<file path="config.mk">
export PLATFORM = sky130hd
export DESIGN_NAME = wag_gate
export DESIGN_NICKNAME = d
export VERILOG_FILES = /design/src/rtl/wag_gate.sv
export SDC_FILE = /design/constraint.sdc
export NUM_CORES = 1
export LEC_CHECK = 0
export CAP_MARGIN = 20
export CORE_ASPECT_RATIO = 1.5
export CORE_MARGIN = 2
export CORE_UTILIZATION = 60
export CTS_BUF_LIST = sky130_fd_sc_hd__clkbuf_2
export DETAILED_ROUTE_END_ITERATION = 10
export GPL_ROUTABILITY_DRIVEN = 0
export PLACE_DENSITY_LB_ADDON = 0.1
export SYNTH_ARGS = -nofsm -noshare
export SYNTH_HDL_FRONTEND = slang
export SYNTH_SLANG_ARGS = --single-unit
</file>
<file path="constraint.sdc">
create_clock -name clk -period 3.29 [get_ports clk]
set_input_delay 0.8225 -clock clk [delete_from_list [all_inputs] [get_ports clk]]
set_output_delay 0.8225 -clock clk [all_outputs]
set_load 0.1 [all_outputs]
</file>
<file path="src/rtl/wag_gate.sv">
module wag_gate #(
  parameter int NPROC    = 4,
  parameter int RQ_DEPTH = 8,
  localparam int IDW = (NPROC > 1) ? $clog2(NPROC) : 1
) (
  input  logic             clk,
  input  logic             rst_n,
  input  logic             mode_update,
  input  logic             wr_valid,
  input  logic [IDW-1:0]   wr_src,
  output logic             wr_ready,
  input  logic             rd_valid,
  input  logic [IDW-1:0]   rd_src,
  output logic             rd_ready,
  output logic             rsp_valid,
  output logic [IDW-1:0]   rsp_dst,
  output logic [NPROC-1:0] msg_valid,
  output logic [1:0]       msg_kind,
  input  logic [NPROC-1:0] ack,
  output logic [NPROC-1:0] rd_en
);

  localparam int PW = (RQ_DEPTH > 1) ? $clog2(RQ_DEPTH) : 1;
  localparam int CW = $clog2(RQ_DEPTH + 1);
  localparam logic [NPROC-1:0] ALL = {NPROC{1'b1}};
  localparam logic [1:0] K_INV = 2'd1, K_UPD = 2'd2, K_DONE = 2'd3;

  typedef enum logic [1:0] {S_IDLE, S_COLL, S_BCAST} st_t;

  st_t              state;
  logic             mode_q;
  logic [IDW-1:0]   wid_q;
  logic [NPROC-1:0] need_q, got_q;
  logic [IDW-1:0]   rq [RQ_DEPTH];
  logic [PW-1:0]    rp, wp;
  logic [CW-1:0]    cnt;

  logic             idle, wr_acc, rd_acc, done;
  logic [NPROC-1:0] oh_src, ack_ok, got_nx;

  assign idle      = (state == S_IDLE);
  assign oh_src    = NPROC'(1) << wr_src;
  assign wr_ready  = idle && (cnt <= CW'(1));
  assign wr_acc    = wr_valid && wr_ready;
  assign rd_ready  = (cnt < CW'(RQ_DEPTH));
  assign rd_acc    = rd_valid && rd_ready;
  assign rsp_valid = idle && (cnt != '0);
  assign rsp_dst   = rq[rp];
  assign rd_en     = {NPROC{idle}};
  assign ack_ok    = ack & need_q & {NPROC{state == S_COLL}};
  assign got_nx    = got_q | ack_ok;
  assign done      = (state == S_COLL) && (got_nx == need_q);

  always_ff @(posedge clk) begin
    if (!rst_n) begin
      state     <= S_IDLE;
      mode_q    <= 1'b0;
      wid_q     <= '0;
      need_q    <= '0;
      got_q     <= '0;
      msg_valid <= '0;
      msg_kind  <= '0;
    end else begin
      msg_valid <= '0;
      msg_kind  <= '0;
      case (state)
        S_IDLE: if (wr_acc) begin
          state     <= S_COLL;
          need_q    <= ~oh_src;
          got_q     <= '0;
          mode_q    <= mode_update;
          wid_q     <= wr_src;
          msg_valid <= ~oh_src;
          msg_kind  <= mode_update ? K_UPD : K_INV;
        end
        S_COLL: begin
          got_q <= got_nx;
          if (done) begin
            if (mode_q) begin
              state     <= S_BCAST;
              msg_valid <= ALL;
              msg_kind  <= K_DONE;
            end else begin
              state <= S_IDLE;
            end
          end
        end
        default: state <= S_IDLE;
      endcase
    end
  end

  always_ff @(posedge clk) begin
    if (!rst_n) begin
      rp  <= '0;
      wp  <= '0;
      cnt <= '0;
    end else begin
      if (rd_acc) begin
        rq[wp] <= rd_src;
        wp     <= (wp == PW'(RQ_DEPTH - 1)) ? '0 : wp + PW'(1);
      end
      if (rsp_valid)
        rp <= (rp == PW'(RQ_DEPTH - 1)) ? '0 : rp + PW'(1);
      cnt <= cnt + CW'(rd_acc) - CW'(rsp_valid);
    end
  end

  a_r2_msg_skips_writer: assert property (@(posedge clk) disable iff (!rst_n)
    (msg_kind == K_INV || msg_kind == K_UPD) |->
      (!msg_valid[wid_q] && $countones(msg_valid) == NPROC - 1));

  a_r2_msg_single_cycle: assert property (@(posedge clk) disable iff (!rst_n)
    (msg_kind == K_INV || msg_kind == K_UPD) |=> !(msg_kind == K_INV || msg_kind == K_UPD));

  a_r3_got_within_need: assert property (@(posedge clk) disable iff (!rst_n)
    (got_q & ~need_q) == '0);

  a_r4_stall_after_accept: assert property (@(posedge clk) disable iff (!rst_n)
    wr_acc |=> !wr_ready);

  a_r5_reopen_after_done: assert property (@(posedge clk) disable iff (!rst_n)
    (done && !mode_q) |=> (rd_en == ALL));

  a_r6_bcast_follows_collect: assert property (@(posedge clk) disable iff (!rst_n)
    (msg_kind == K_DONE) |-> ($past(state == S_COLL) && mode_q && msg_valid == ALL && rd_en == '0));

  a_r7_answer_when_open: assert property (@(posedge clk) disable iff (!rst_n)
    rsp_valid |-> (rd_en == ALL));

  a_r9_queue_bound: assert property (@(posedge clk) disable iff (!rst_n)
    cnt <= CW'(RQ_DEPTH));

endmodule

</file>
## Word level (Yosys, flattened, before mapping)

Memory sizes are Yosys's and may differ from the RTL's. A register that Yosys moved wholly into a read port is not among the register bits.
Index checks and enable logic that the tools add are counted.

- Bitwise gates (word level): 4
- $add $sub $neg: 4
- Equal/unequal tests: 6
- Reduce and logical (&&, ||, !) cells: 11
- Shift-type cells: 1
- $lt $le $gt $ge: 2
- Mux-type cells: 22

Operators by type and width:

| operator | number |
|---|---|
| $mux W4 | 4 |
| $pmux W4 S2 | 2 |
| $mux W2 | 7 |
| $mux W3 | 4 |
| $and A4 B4 Y4 | 2 |
| $pmux W2 S2 | 2 |
| $add A3 B1 Y3 const B | 2 |
| $eq A3 B3 Y1 const B | 2 |
| $reduce_and A2 Y1 | 3 |
| $logic_and A1 B1 Y1 | 5 |
| $add A4 B1 Y4 | 1 |
| $eq A4 B4 Y1 | 1 |
| $le A4 B1 Y1 const B | 1 |
| $lt A4 B4 Y1 const B | 1 |
| $not A4 Y4 | 1 |
| $or A4 B4 Y4 | 1 |
| $reduce_bool A4 Y1 | 1 |
| $shl A1 B2 Y4 const A | 1 |
| $sub A4 B1 Y4 | 1 |
| $mux W1 | 3 |
| $eq A2 B1 Y1 const B | 1 |
| $logic_not A2 Y1 | 1 |
| $ne A2 B1 Y1 const B | 1 |
| $ne A2 B2 Y1 const B | 1 |
| $reduce_bool A2 Y1 | 1 |

- Memories kept: 1
- Memory bits (writable): 16
- Flip-flop bits (word level): 27
- Output and inout port bits: 15
- Input port bits: 13

Memory list:

| name | depth | bits a word | read ports | clocked after Yosys merged registers in | wr ports | line | text |
|---|---|---|---|---|---|---|---|
| rq | 8 | 2 | 1 | 1 | 1 | 34 | `logic [IDW-1:0] rq [RQ_DEPTH];` |

## Depth between registers and ports, before layout

Gate-level depths: netlist of the first run.

- Depth after elaboration: 7
- Mapped depth: 11
- Depth with buffers taken out: 11

## Worst setup path before layout of the first run

Ideal clock, no wire load.

- Path type: register to register
- Start: register cnt[3]
- End: register cnt[2]
- Data required time: 3175 ps
- Arrival time: 3823 ps
- Path slack: -648 ps
- Library setup time: 115 ps
- Buffers on the path: 0
- Cell stages (with the launch flop): 12
- Cell sequence: dfxtp_1 inv_1 ha_1 nor3b_1 nor3_2 ha_1 inv_1 ha_1 inv_1 fa_1 xnor2_1 and2_1

- Word-level cells in the longest chain between the ends: 4
- Elaborated cells between the ends (all ways): 6

Ends and longest elaborated chain:

| what | line | text |
|---|---|---|
| start, declared | 36 | `logic [CW-1:0] cnt;` |
| start signal, assigned | 105 | `cnt <= cnt + CW'(rd_acc) - CW'(rsp_valid);` |
| $lt A4 B4 Y1 | 45 | `assign rd_ready = (cnt < CW'(RQ_DEPTH));` |
| net rd_ready | 14 | `output logic rd_ready,` |
| $logic_and A1 B1 Y1 | 46 | `assign rd_acc = rd_valid && rd_ready;` |
| $add A4 B1 Y4 | 105 |  |
| $sub A4 B1 Y4 | 105 |  |

The timed path passes the listed nets, and every way through them passes these cells.
A chain may end at the register's enable or synchronous reset.

==> reports/qor.csv, run 1 <==
metric;value;unit
rsz0062_at_grt;false;
rows;26;
setup_viol;0;
avgSynthCellArea;11.5;µm²
post-route-period-util;85.8;%
ios;28;
pre_cts_ws;0.202;ns
reg2reg_slack;0.89;ns
drt-initial-drc-count;33;
cts.reportedPaths.clkPinSlew;0.22;ns
die_h;75.6;µm
cts_buffer_depth;2;
worstMarginPinSlew;0.477;ns
antenna_found_initial;0;
die_area;3910;µm²
cp.arrival;2.00;ns
timing.rr.end;cnt[2];
drv_slew;0;
worst_setup_path_end_kind;output port;
cp_data_required_time;2.47;ns
cts_setup_buffers;0;
ctsResizeCount;0;
hp-start;mode_q;
cp-start-kind;flop;
fin_nets;229;
numCtsBuffers;5;
grt_first_pass_wirelength;5.73;mm
drt-vias-per-instance;5.43;
post-route-drc-count;0;
peakVddDrop;0.967;mV
synth_top_area_cell;dfxtp_1;
crit_fanout;4;
synthCells;178;
path_class;flop to output port;
syn2layout_area_growth;15.9;%
finalHoldViolations;0;
htree_levels;2;
synth-edff-count;16;
reg2reg_depth;11;
leakage;0.987;nW
yosysWarnings;0;
fin_ws;0.469;ns
totalPowerFinal;2.16;mW
final_cell_mix;dfxtp_1 (30), nand2_1 (16), buf_4 (16), edfxtp_1 (16);
dp_hpwl;2.78;mm
crit_path_end;rsp_dst[0];
status;finished, final reports clean;
hp-class;flop to flop;
synth_area;2050;µm²
drtPass1Iterations;7;
synth_cell_types;43;
slew_headroom;68.2;%
routedWlPerCell;14.0;µm
fmax;354;MHz
cts_hold_repair.buffers;0;
skew;0.0120;ns
p_per_area;909;nW/µm²
wirelength;3.48;mm
r2r-start;cnt[3];
fillers;250;
grt_max_degree;20;
core_area;3350;µm²
grt_pass1_vias;1347;
fin_crit;2.82;ns
fp.dieW;51.7;µm
cts_tree;built;
synth-main-ff-cell;dfxtp_1;
clk_latency;0.40;ns
ys_top_cells_by_area;dfxtp_1 (29%), edfxtp_1 (23%), ha_1 (5.5%);
syn_nets;201;
grt_use_total;20.4;%
synth_top_area_share;29.3;%
cts.sinks;46;
insertedDiodeCount;0;
via_count;1351;
io_buffer_count;27;
async_reset_ff_share;0;%
cts_root_buf;clkbuf_2;
ys_seq_area_share;52.7;%
grt_overflow;0;
synth_seq_cells;46;
detail-route-antenna-nets;0;
layout-drive-gt1-share;17.9;%
start_util;61.2;%
final_common_cell;dfxtp_1;
cap_viol_max_count;0;
-- worst min-delay path by stage --
stage                          end  slack (ns)  depth (start not counted)
after detailed placement  got_q[1]        0.47                          2
after global routing        mode_q        0.52                          2
after CTS                   mode_q        0.50                          2
final                       mode_q        0.49                          2
after global placement      mode_q        0.46                          2
after floorplan             mode_q        0.44                          2
-- power by group --
part / leakage, nW / switching [mW] / internal (mW)
sequential: 0.390 / 0.0822 / 0.677
clock: 0.0433 / 0.174 / 0.130
combinational: 0.554 / 0.747 / 0.352
total: 0.987 / 1.00 / 1.16
-- cell families after synthesis --
kind of cell / share of synthesized area, %
simple gates: 20.8
flops: 52.7
compound gates: 8.60
buf+inv: 4.09
fa+ha+maj: 6.47
mux: 6.47
xor+xnor: 0.854
-- metrics by stage --
step                setup TNS [ns]  util [%]  area (µm²)  std cells  hold WS (ns)
global placement                 0      68.9        2310        241         0.455
CTS                              0      70.9        2380        249         0.496
floorplan                   -0.179         -        2070        178         0.435
detailed placement               0      68.9        2310        241         0.466
global route                     0      70.9        2380        249         0.518
finish                           0      70.9        2380        249         0.494
-- area by class of cell --
cell class	count	area (µm²)	share of cell area, %
inverters	9	33.8	1.42
clock buffers	5	25.0	1.05
clock inverters	3	43.8	1.84
well taps	42	52.6	2.21
repair buffers	28	240	10.1
multi-input cells	116	901	37.9
flip-flops and latches	46	1080	45.5
-- routing by layer --
metal,wire length [µm],share of wire (%),up-vias,track usage (%)
li1,-,-,680,-
met1,1320,38,636,20.5
met2,1980,57,29,38.6
met3,114,3.3,6,4.71
met4,66,1.9,0,10.2
met5,0,0,-,0
-- synth_stat cells (all sizes together) (2+ instances only) --
library cell	n
dfxtp	30
edfxtp	16
nand2	16
nor2	13
nor2b	13
ha	9
inv	9
nand3b	7
o21ai	7
buf	6
and2	5
nor3	5
a21boi	4
a31oi	4
mux4	4
nand2b	3
o211a	3
a21oi	2
and2b	2
mux2	2
mux2i	2
nand3	2
-- flip-flops by register name, indices dropped and copies added, names as in the netlist, 2 cells and up, named ones only --
name,flops
cnt,4
got_q,4
rq,16
msg_valid,4
msg_kind,2
state,2
wp,3
need_q,4
rp,3
-- worst max-delay path, cell delays in order (launching register included) --
cell     delay (ns)
dfxtp_1        0.53
mux4_2         0.56
mux2_2         0.27
buf_4          0.23
No activity file was read; power rests on OpenSTA's default activity.
==> inputs of run 2 (changes only) <==
- GPL_ROUTABILITY_DRIVEN: 0 -> not set
==> results of run 2 <==
Same layout as run 1: the final DEF is identical, and so are final timing and power.
